--- src/rtl/pwr_seq_pkg.sv ---
package pwr_seq_pkg;

    localparam int CTRL_W   = 16;
    localparam int INRUSH_W = 2;

    // control-word bit positions
    localparam int B_POWUP  = 0;
    localparam int B_PGOOD  = 1;
    localparam int B_EISO   = 2;
    localparam int B_MREP   = 3;
    localparam int B_MRDONE = 4;
    localparam int B_FISO   = 5;
    localparam int B_EN     = 12;
    localparam int B_INRUSH = 13;

    typedef logic [INRUSH_W-1:0] inrush_t;

    localparam inrush_t CODE_TOP = '1;

    typedef enum logic [2:0] {
        S_IDLE   = 3'd0,
        S_RAMP   = 3'd1,
        S_EREL   = 3'd2,
        S_REPAIR = 3'd3,
        S_RFAIL  = 3'd4,
        S_DN_E   = 3'd5,
        S_DN_P   = 3'd6
    } seq_state_e;

    typedef struct packed {
        seq_state_e st;
        logic       powup;
        inrush_t    code;
        logic       eiso;
        logic       mrep;
        logic       fiso;
        logic       en;
        logic       done;
        logic       pg_to;
        logic       rep_err;
    } seq_regs_t;

endpackage

--- src/rtl/pwr_wait_timer.sv ---
module pwr_wait_timer #(
    parameter int LIMIT = 600
) (
    input  logic clk,
    input  logic rst_n,
    input  logic clr,
    input  logic run,
    output logic expired
);
    localparam int CW = (LIMIT > 1) ? $clog2(LIMIT) : 1;
    localparam logic [CW-1:0] LAST = CW'(LIMIT - 1);

    logic [CW-1:0] cnt_d, cnt_q;

    assign expired = run && (cnt_q == LAST);

    always_comb begin
        cnt_d = cnt_q;
        if (clr) begin
            cnt_d = '0;
        end else if (run && !expired) begin
            cnt_d = cnt_q + 1'b1;
        end
    end

    always_ff @(posedge clk or negedge rst_n) begin
        if (!rst_n) begin
            cnt_q <= '0;
        end else begin
            cnt_q <= cnt_d;
        end
    end


    counts_up_chk: assert property (@(posedge clk) disable iff (!rst_n)
        (run && !clr && !expired) |=> (cnt_q == $past(cnt_q) + CW'(1)));

endmodule

--- src/rtl/pwr_seq_fsm.sv ---
module pwr_seq_fsm
    import pwr_seq_pkg::*;
(
    input  logic      clk,
    input  logic      rst_n,
    input  logic      up_req,
    input  logic      down_req,
    input  logic      pwr_good,
    input  logic      repair_done,
    input  logic      pg_exp,
    input  logic      rep_exp,
    output logic      pg_run,
    output logic      pg_clr,
    output logic      rep_run,
    output logic      rep_clr,
    output seq_regs_t regs
);
    seq_regs_t r_d, r_q;

    assign regs    = r_q;
    assign pg_run  = (r_q.st == S_RAMP);
    assign pg_clr  = (r_q.st == S_IDLE) || ((r_q.st == S_RAMP) && pg_exp);
    assign rep_run = (r_q.st == S_REPAIR);
    assign rep_clr = (r_q.st != S_REPAIR);

    always_comb begin
        r_d         = r_q;
        r_d.done    = 1'b0;
        r_d.pg_to   = 1'b0;
        r_d.rep_err = 1'b0;
        case (r_q.st)
            S_IDLE: begin
                if (up_req) begin
                    if (r_q.powup) begin
                        r_d.done = 1'b1;
                    end else begin
                        r_d.powup = 1'b1;
                        r_d.code  = '0;
                        r_d.st    = S_RAMP;
                    end
                end else if (down_req) begin
                    if (!r_q.powup) begin
                        r_d.done = 1'b1;
                    end else begin
                        r_d.fiso = 1'b0;
                        r_d.en   = 1'b0;
                        r_d.st   = S_DN_E;
                    end
                end
            end
            S_RAMP: begin
                if (pwr_good) begin
                    r_d.eiso = 1'b1;
                    r_d.st   = S_EREL;
                end else if (pg_exp) begin
                    if (r_q.code == CODE_TOP) begin
                        r_d.powup = 1'b0;
                        r_d.code  = '0;
                        r_d.pg_to = 1'b1;
                        r_d.st    = S_IDLE;
                    end else begin
                        r_d.code = r_q.code + 1'b1;
                    end
                end
            end
            S_EREL: begin
                r_d.mrep = 1'b1;
                r_d.st   = S_REPAIR;
            end
            S_REPAIR: begin
                if (repair_done) begin
                    r_d.mrep = 1'b0;
                    r_d.fiso = 1'b1;
                    r_d.en   = 1'b1;
                    r_d.done = 1'b1;
                    r_d.st   = S_IDLE;
                end else if (rep_exp) begin
                    r_d.mrep = 1'b0;
                    r_d.eiso = 1'b0;
                    r_d.st   = S_RFAIL;
                end
            end
            S_RFAIL: begin
                r_d.powup   = 1'b0;
                r_d.code    = '0;
                r_d.rep_err = 1'b1;
                r_d.st      = S_IDLE;
            end
            S_DN_E: begin
                r_d.eiso = 1'b0;
                r_d.st   = S_DN_P;
            end
            S_DN_P: begin
                r_d.powup = 1'b0;
                r_d.code  = '0;
                r_d.done  = 1'b1;
                r_d.st    = S_IDLE;
            end
            default: begin
                r_d = '0;
            end
        endcase
    end

    always_ff @(posedge clk or negedge rst_n) begin
        if (!rst_n) begin
            r_q <= '0;
        end else begin
            r_q <= r_d;
        end
    end


    eiso_needs_switch_chk: assert property (@(posedge clk) disable iff (!rst_n)
        r_q.eiso |-> r_q.powup);


    fiso_needs_eiso_chk: assert property (@(posedge clk) disable iff (!rst_n)
        r_q.fiso |-> r_q.eiso);


    repair_needs_eiso_chk: assert property (@(posedge clk) disable iff (!rst_n)
        r_q.mrep |-> r_q.eiso);


    code_steady_in_window_chk: assert property (@(posedge clk) disable iff (!rst_n)
        (r_q.st == S_RAMP && !pwr_good && !pg_exp) |=> $stable(r_q.code));


    timeout_switch_open_chk: assert property (@(posedge clk) disable iff (!rst_n)
        r_q.pg_to |-> (!r_q.powup && !r_q.eiso && r_q.code == '0));


    pulses_exclusive_chk: assert property (@(posedge clk) disable iff (!rst_n)
        $onehot0({r_q.done, r_q.pg_to, r_q.rep_err}));

endmodule

--- src/rtl/pwr_ctrl_image.sv ---
module pwr_ctrl_image
    import pwr_seq_pkg::*;
(
    input  logic              clk,
    input  logic              rst_n,
    input  logic              pwr_good,
    input  logic              repair_done,
    input  seq_regs_t         regs,
    output logic [CTRL_W-1:0] word
);
    logic pg_stat_d, pg_stat_q;
    logic rd_stat_d, rd_stat_q;

    always_comb begin
        pg_stat_d = pwr_good;
        rd_stat_d = repair_done;
    end

    always_ff @(posedge clk or negedge rst_n) begin
        if (!rst_n) begin
            pg_stat_q <= 1'b0;
            rd_stat_q <= 1'b0;
        end else begin
            pg_stat_q <= pg_stat_d;
            rd_stat_q <= rd_stat_d;
        end
    end

    always_comb begin
        word                          = '0;
        word[B_POWUP]                 = regs.powup;
        word[B_PGOOD]                 = pg_stat_q;
        word[B_EISO]                  = regs.eiso;
        word[B_MREP]                  = regs.mrep;
        word[B_MRDONE]                = rd_stat_q;
        word[B_FISO]                  = regs.fiso;
        word[B_EN]                    = regs.en;
        word[B_INRUSH +: INRUSH_W]    = regs.code;
    end


    pg_status_hi_chk: assert property (@(posedge clk) disable iff (!rst_n)
        pwr_good |=> word[B_PGOOD]);


    pg_status_lo_chk: assert property (@(posedge clk) disable iff (!rst_n)
        !pwr_good |=> !word[B_PGOOD]);

endmodule

--- src/rtl/pwr_ramp_seq.sv ---
module pwr_ramp_seq
    import pwr_seq_pkg::*;
#(
    parameter int PG_WAIT_CYC  = 600,
    parameter int REP_WAIT_CYC = 200
) (
    input  logic        clk,
    input  logic        rst_n,
    input  logic        up_req,
    input  logic        down_req,
    input  logic        pwr_good,
    input  logic        repair_done,
    output logic        sw_on,
    output logic [1:0]  inrush_code,
    output logic        eiso_rel,
    output logic        fiso_rel,
    output logic        repair_req,
    output logic [15:0] ctrl_word,
    output logic        done,
    output logic        pg_timeout,
    output logic        repair_err
);
    seq_regs_t regs;
    logic pg_run, pg_clr, pg_exp;
    logic rep_run, rep_clr, rep_exp;

    pwr_wait_timer #(.LIMIT(PG_WAIT_CYC)) u_pg_tmr (
        .clk     (clk),
        .rst_n   (rst_n),
        .clr     (pg_clr),
        .run     (pg_run),
        .expired (pg_exp)
    );

    pwr_wait_timer #(.LIMIT(REP_WAIT_CYC)) u_rep_tmr (
        .clk     (clk),
        .rst_n   (rst_n),
        .clr     (rep_clr),
        .run     (rep_run),
        .expired (rep_exp)
    );

    pwr_seq_fsm u_fsm (
        .clk         (clk),
        .rst_n       (rst_n),
        .up_req      (up_req),
        .down_req    (down_req),
        .pwr_good    (pwr_good),
        .repair_done (repair_done),
        .pg_exp      (pg_exp),
        .rep_exp     (rep_exp),
        .pg_run      (pg_run),
        .pg_clr      (pg_clr),
        .rep_run     (rep_run),
        .rep_clr     (rep_clr),
        .regs        (regs)
    );

    pwr_ctrl_image u_img (
        .clk         (clk),
        .rst_n       (rst_n),
        .pwr_good    (pwr_good),
        .repair_done (repair_done),
        .regs        (regs),
        .word        (ctrl_word)
    );

    assign sw_on       = regs.powup;
    assign inrush_code = regs.code;
    assign eiso_rel    = regs.eiso;
    assign fiso_rel    = regs.fiso;
    assign repair_req  = regs.mrep;
    assign done        = regs.done;
    assign pg_timeout  = regs.pg_to;
    assign repair_err  = regs.rep_err;

endmodule

--- config.mk ---
export PLATFORM = sky130hd
export DESIGN_NAME = pwr_ramp_seq
export DESIGN_NICKNAME = d
export VERILOG_FILES = /design/src/rtl/pwr_seq_pkg.sv /design/src/rtl/pwr_wait_timer.sv /design/src/rtl/pwr_seq_fsm.sv /design/src/rtl/pwr_ctrl_image.sv /design/src/rtl/pwr_ramp_seq.sv
export SDC_FILE = /design/constraint.sdc
export NUM_CORES = 1
export LEC_CHECK = 0
export ABC_AREA = 1
export CORE_MARGIN = 3
export CORE_UTILIZATION = 55
export CTS_CLUSTER_DIAMETER = 200
export DETAILED_ROUTE_END_ITERATION = 8
export PLACE_DENSITY_LB_ADDON = 0.08
export SYNTH_ARGS = -nofsm -noshare
export SYNTH_HDL_FRONTEND = slang
export SYNTH_HIERARCHICAL = 1
export SYNTH_SLANG_ARGS = --single-unit
--- constraint.sdc ---
create_clock -name clk -period 2.4 [get_ports clk]
set_clock_uncertainty 0.15 [all_clocks]
set_input_delay 0.24 -clock clk [delete_from_list [all_inputs] [get_ports clk]]
set_output_delay 0.24 -clock clk [all_outputs]
set_load 0.01 [all_outputs]
==> results of run 1 <==
## Yosys cell counts, types with 2 or more instances
master     n
nor2_8     2
a21oi_1    4
o21ai_0    3
nand4_1   12
nand2_4    2
nor2_1    24
nor2_2     5
nand3_2    4
nor2_4     5
dfrtp_1   32
nand2_1   88
inv_2      4
nor3_1     3
nand3_1   26
xor2_1     3
inv_6      2
buf_6      2
buf_4     19
inv_1     30
clkinv_1   2
nand2_2    5
ha_1       4
## logic make-up (layout without fill, tap and decap cells)
| group | Yosys count | after routing | synth area share |
|---|---|---|---|
| XOR/XNOR | 4 | 4 | 0.0161 |
| flip-flops | 32 | 32 | 0.367 |
| adder cells (fa/ha/maj) | 4 | 4 | 0.0229 |
| AND/OR/NAND/NOR | 181 | 181 | 0.418 |
| other | 1 | 7 | 0.00172 |
| buffers and inverters | 59 | 72 | 0.146 |
| AO/OA/AOI/OAI | 11 | 11 | 0.0287 |
## worst paths after layout
check / cells after the start / from / slack [ns] / to
max in group asynchronous: 2 / rst_n / 1.60 / u_pg_tmr/cnt_q[4]$_DFFE_PN0P_
setup reg to reg: 10 / u_pg_tmr/cnt_q[0]$_DFFE_PN0P_ / 0.29 / u_pg_tmr/cnt_q[7]$_DFFE_PN0P_
hold reg to reg: 2 / u_fsm/regs[5]$_DFFE_PN0P_ / 0.34 / u_fsm/regs[5]$_DFFE_PN0P_
min in group clk: 2 / u_fsm/regs[5]$_DFFE_PN0P_ / 0.34 / u_fsm/regs[5]$_DFFE_PN0P_
hold / removal: 2 / rst_n / 0.21 / u_rep_tmr/cnt_q[4]$_DFFE_PN0P_
setup / recovery: 10 / u_pg_tmr/cnt_q[0]$_DFFE_PN0P_ / 0.29 / u_pg_tmr/cnt_q[7]$_DFFE_PN0P_
## report_power, final
part | internal [mW] | switching, mW | leakage [nW] | total (mW)
clock | 0.255 | 0.192 | 0.0503 | 0.448
sequential | 0.639 | 0.108 | 0.429 | 0.747
combinational | 0.481 | 0.717 | 0.765 | 1.20
total | 1.37 | 1.02 | 1.24 | 2.39
## metrics by stage
stage / hold slack, ns / cell area, sq um / setup WS (ns)
2_1_floorplan: -0.206 / 2200 / 0.248
3_3_place_gp: 0.330 / 2360 / 0.256
3_5_place_dp: 0.330 / 2360 / 0.130
4_1_cts: 0.218 / 2460 / 0.126
5_1_grt: 0.239 / 2460 / 0.0480
6_report: 0.212 / 2460 / 0.286
## flip-flops by register name (all words and copies together) (netlist names)
signal / flops
u_fsm/regs: 12
u_pg_tmr/cnt_q: 10
u_rep_tmr/cnt_q: 8
u_img/pg_stat_q: 1
u_img/rd_stat_q: 1
## critical path, cell delays in order, from the launching register on
cell and delay, ns:
dfrtp_1 0.39, ha_1 0.19, nand2_2 0.10, nor4_1 0.22, and3_2 0.22, inv_1 0.05, o22ai_1 0.26, inv_2 0.12
buf_4 0.18, nand4_1 0.08, nand2_1 0.05
## metal layers
layer / vias to the layer above / global-route usage / routed length (um)
li1: 941 / - / -
met1: 783 / 0.254 / 1980
met2: 30 / 0.319 / 1960
met3: 7 / 0.0535 / 141
met4: 0 / 0.0852 / 71
met5: - / 0 / 0
## final cells by class
class / count / share of cell area
clock buffers: 7 / 0.0392
inverters: 38 / 0.0621
multi-input cells: 207 / 0.442
flip-flops and latches: 32 / 0.326
well taps: 48 / 0.0245
repair buffers: 27 / 0.106
## what timing repair did
action / 4_1_cts / 5_1_grt
endpoints found under the setup margin: 0 / 9
endpoints found under the hold margin: 0 / 0
gates resized for setup: 0 / 1
==> summary.txt, run 1 <==
Die
  – Top Ports: 31
  – Die width: 69.0 um
  – Core area: 3740 sq um
  – Die outline area: 4760 sq um
  – Cell Rows: 22
  – Die H: 69.0 um
  – Initial Util: 0.583

Final layout
  – Final-layout fill cell count: 356
  – Register area: 801 sq um
  – Layout Nets: 321
  – Area grow syn2layout: 12.6%
  – Final Util: 0.656
  – Share of cells above drive strength 1: 0.145
  – Commonest non-fill, non-tap cell in the layout: nand2_1
  – Most frequent cells in the layout: nand2_1, dfrtp_1, inv_1, nand3_1, nor2_1
  – Footprint of the multi-input gates: 1090 sq um
  – Inserted Diodes: 0
  – Finished Layout Cells: 359

Global route
  – First-pass GRT wire length: 7.01 mm
  – Antenna violations before repair: 0
  – Vias in the first global route: 1619
  – Largest net degree at the start of global routing: 33
  – Total global routing track utilization: 0.200
  – Grt ovf: 0

Timing
  – RSZ-0062 raised after global routing: false
  – Final setup TNS: 0 ns
  – Slew Limit Fails: 0
  – Max Clock Freq: 473 MHz
  – Fin crit share: 0.881
  – Setup-failing EPs final: 0
  – Min Tclk post-route: 2.11 ns
  – Hold Fails Final Rpt: 0

Worst setup path
  – Req. time, crit path: 2.42 ns
  – Kind of critical path: reg -> reg
  – Critical path launch point type: flop
  – CP Capture Type: flop
  – Max Fanout on Critical Path: 5
  – Crit path DAT: 2.14 ns

Placement
  – Placed Instances: 352
  – Port buffer count: 23
  – HPWL Detailed: 2.98 mm
  – Final GP Congestion: 0.846

Pwr
  – Power Dens Cells: 974 nW/um^2
  – LEAKAGE: 1.24 nW
  – Pwr Total: 2.39 mW
  – VDD IR-drop max: 539 uV

Drt
  – Pre-Repair DR Iteration Count: 4
  – DR vias: 1761
  – Final wirelength: 4.15 mm
  – Number of remaining DRC errors: 0
  – Antenna Nets Post-Route: 0
  – WL per Instance: 11.6 um
  – Via density: 4.91
  – 1st-iter DRT viols: 115

Synth
  – Async SR Flop Fraction: 1.00
  – Post-Syn Area: 2180 sq um
  – Synth cell types: 33
  – Sequential area share after synthesis: 0.367
  – Ys flop type: dfrtp_1
  – Synth Instances: 292
  – Post-Syn Area per Cell: 7.47 sq um
  – Leading area contributor after synthesis: dfrtp_1
  – Yosys reg bits: 32
  – Number of synthesized flops with an enable pin: 0
  – Synth warn: 6
  – Synth area leaders: dfrtp_1, nand2_1, buf_4
  – Area share of the largest cell type after synthesis: 0.367

Clock network
  – Root buffer cell: clkbuf_8
  – TritonCTS Buffers: 5
  – Reg clk slew, reported paths: 0.07 ns
  – Clock Path Buffers: 2
  – Clock sinks: 32
  – H-tree levels: 2
  – Setup Fix Bufs, Post-CTS: 0
  – CTS tree: done
  – Clk_lat worst skew: 0.28 ns
  – CTS Hold Bufs: 0

Hold path
  – Hold WC Path Type: in -> async

Flow run
  – Max-cap violations: 0

Run status
  – Status: finished clean
Power figures use the tool's default switching activity.
==> run 2, diff against run 1 <==
- PLACE_DENSITY_LB_ADDON: 0.08 -> 0.25
- SLEW_MARGIN: not set -> 20
==> run 2 against run 1 <==
Against the previous run:
- via count is 4.7% higher
- global-route usage rose by 0.41 points
- hold slack worse by 0.0080 ns
- critical path depth unchanged
- register-to-register slack worse by 0.06 ns
- die area unchanged
- first-iteration DRC count increased by 8.7%
==> summary.txt, run 2 (synthesized netlist as in run 1, its figures left out) <==
Run status
  – Status: finished clean

Drt
  – 1st-iter DRT viols: 125 (+8.7%)
  – DR vias: 1844 (+4.7%)
  – Antenna Nets Post-Route: 0 (unchanged)
  – Number of remaining DRC errors: 0 (unchanged)
  – Pre-Repair DR Iteration Count: 4 (unchanged)
  – Final wirelength: 4.34 mm (+4.7%)
  – Via density: 5.12 (+4.4%)
  – WL per Instance: 12.1 um (+4.4%)

Timing
  – Fin crit share: 0.904 (+0.0235)
  – Hold Fails Final Rpt: 0 (unchanged)
  – Slew Limit Fails: 0 (unchanged)
  – Final setup TNS: 0 ns (unchanged)
  – RSZ-0062 raised after global routing: false
  – Setup-failing EPs final: 0 (unchanged)
  – Min Tclk post-route: 2.17 ns (+0.0565 ns)
  – Max Clock Freq: 461 MHz (-2.6%)

Worst setup path
  – CP Capture Type: flop
  – Kind of critical path: reg -> reg
  – Slowest stage cell on the critical path: dfrtp_1
  – Worst path cell trace: ha_1 -> nand2_2 -> nor4_1 -> and3_2 -> inv_1 -> o22ai_2 -> clkinv_1 -> buf_4 -> nand3_1 -> o21ai_1
  – Bufs and invs on worst path: 3 (unchanged)
  – Critical path launch point type: flop
  – CP peak stage delay: 0.39 ns (about the same)
  – Max Fanout on Critical Path: 8 (+3)
  – Crit path DAT: 2.19 ns (+0.05 ns)
  – Top delay family on crit path: simple AND/OR/NAND/NOR gates
  – Req. time, crit path: 2.42 ns (about the same)

Final layout
  – Commonest non-fill, non-tap cell in the layout: nand2_1
  – Share of cells above drive strength 1: 0.147 (+0.00274)
  – Final Util: 0.662 (+0.00568)
  – Largest register FFs: 12 (unchanged)
  – Final-layout fill cell count: 339 (-4.8%)
  – Register area: 801 sq um (unchanged)
  – Footprint of the multi-input gates: 1090 sq um (+0.58%)
  – Inserted Diodes: 0 (unchanged)
  – Most frequent cells in the layout: nand2_1, dfrtp_1, inv_1, nand3_1, nor2_1
  – Layout Nets: 321 (unchanged)
  – Area grow syn2layout: 13.5%

Global route
  – Antenna violations before repair: 0 (unchanged)
  – GR peak layer: met2
  – Vias in the first global route: 1662 (+2.7%)
  – Grt ovf: 0 (unchanged)
  – M3 GR Usage: 0.0421 (-0.0113)
  – Met2 Use GR: 0.331 (+0.0119)
  – Total global routing track utilization: 0.204 (+0.00408)
  – Met1 Use GR: 0.268 (+0.0138)
  – First-pass GRT wire length: 7.26 mm (+3.5%)
  – Largest net degree at the start of global routing: 33 (unchanged)

Clock network
  – TritonCTS Buffers: 5 (unchanged)
  – Reg clk slew, reported paths: 0.07 ns (about the same)
  – Clock Path Buffers: 2 (unchanged)
  – Root buffer cell: clkbuf_8
  – H-tree levels: 2 (unchanged)
  – Setup Fix Bufs, Post-CTS: 0 (unchanged)
  – Clk_lat worst skew: 0.28 ns (about the same)
  – Clock sinks: 32 (unchanged)
  – CTS tree: done

Die
  – Top Ports: 31 (unchanged)
  – Die width: 69.0 um (unchanged)
  – Cell Rows: 22 (unchanged)
  – Initial Util: 0.583 (unchanged)
  – Die outline area: 4760 sq um (unchanged)
  – Die H: 69.0 um (unchanged)
  – Core area: 3740 sq um (unchanged)

Pwr
  – LEAKAGE: 1.25 nW (+0.27%)
  – Power Dens Cells: 1000 nW/um^2 (+3.0%)
  – VDD IR-drop max: 793 uV (+47%)

Flow run
  – Max-cap violations: 0 (unchanged)

Placement
  – HPWL Detailed: 3.14 mm (+5.5%)
  – Port buffer count: 23 (unchanged)
  – Final GP Congestion: 0.916 (+8.2%)

Hold path
  – Hold WC Path Type: in -> async
-- run 2: final timing paths --
path | startpoint | endpoint | slack, ns | depth (start not counted)
setup / recovery | u_pg_tmr/cnt_q[0]$_DFFE_PN0P_ | u_pg_tmr/cnt_q[0]$_DFFE_PN0P_ | 0.23 | 10
hold / removal | rst_n | u_rep_tmr/cnt_q[6]$_DFFE_PN0P_ | 0.20 | 2
setup reg to reg | u_pg_tmr/cnt_q[0]$_DFFE_PN0P_ | u_pg_tmr/cnt_q[0]$_DFFE_PN0P_ | 0.23 | 10
hold reg to reg | u_fsm/regs[6]$_DFFE_PN0P_ | u_fsm/regs[6]$_DFFE_PN0P_ | 0.34 | 2
max in group asynchronous | rst_n | u_fsm/regs[9]$_DFFE_PN0P_ | 1.60 | 2
min in group clk | u_fsm/regs[6]$_DFFE_PN0P_ | u_fsm/regs[6]$_DFFE_PN0P_ | 0.34 | 2
-- run 2: repair_timing --
| item | 4_1_cts | 5_1_grt |
|---|---|---|
| hold buffers | 0 | 0 |
| resized for setup | 0 | 1 |
| endpoints found under the setup margin | 0 | 5 |
-- run 2: worst reg2reg max path, cell delays in order (launching register included) --
cell	delay, ns
dfrtp_1	0.39
ha_1	0.19
nand2_2	0.09
nor4_1	0.26
and3_2	0.24
inv_1	0.06
o22ai_2	0.16
clkinv_1	0.16
buf_4	0.19
nand3_1	0.09
o21ai_1	0.07
-- run 2: per-stage QoR --
stage / setup WS [ns] / cell area, sq um / power (mW) / std cells / hold slack [ns]
floorplan: 0.248 / 2200 / 1.62 / 298 / -0.206
detailed placement: 0.131 / 2360 / 1.96 / 352 / 0.334
global route: 0.0857 / 2480 / 2.69 / 360 / 0.249
finish: 0.229 / 2480 / 2.48 / 360 / 0.204
CTS: 0.122 / 2470 / 2.49 / 360 / 0.216
global placement: 0.322 / 2360 / 1.93 / 352 / 0.333
-- run 2: final cells by class --
type / count / share of cell area
Clock buffer: 5 / 0.0278
Inverter: 38 / 0.0616
Tap cell: 48 / 0.0242
Multi-Input combinational cell: 207 / 0.441
Timing Repair Buffer: 27 / 0.105
Clock inverter: 3 / 0.0172
Sequential cell: 32 / 0.323
-- run 2: power by group --
part	internal (mW)	switching [mW]	leakage, nW
clock network	0.307	0.212	0.0541
registers	0.638	0.110	0.429
logic	0.485	0.732	0.764
-- run 2: per-layer routing --
layer / part of all wire / wire (um)
met5: 0 / 0
met3: 0.044 / 193
met4: 0.015 / 64
met1: 0.47 / 2030
met2: 0.47 / 2060
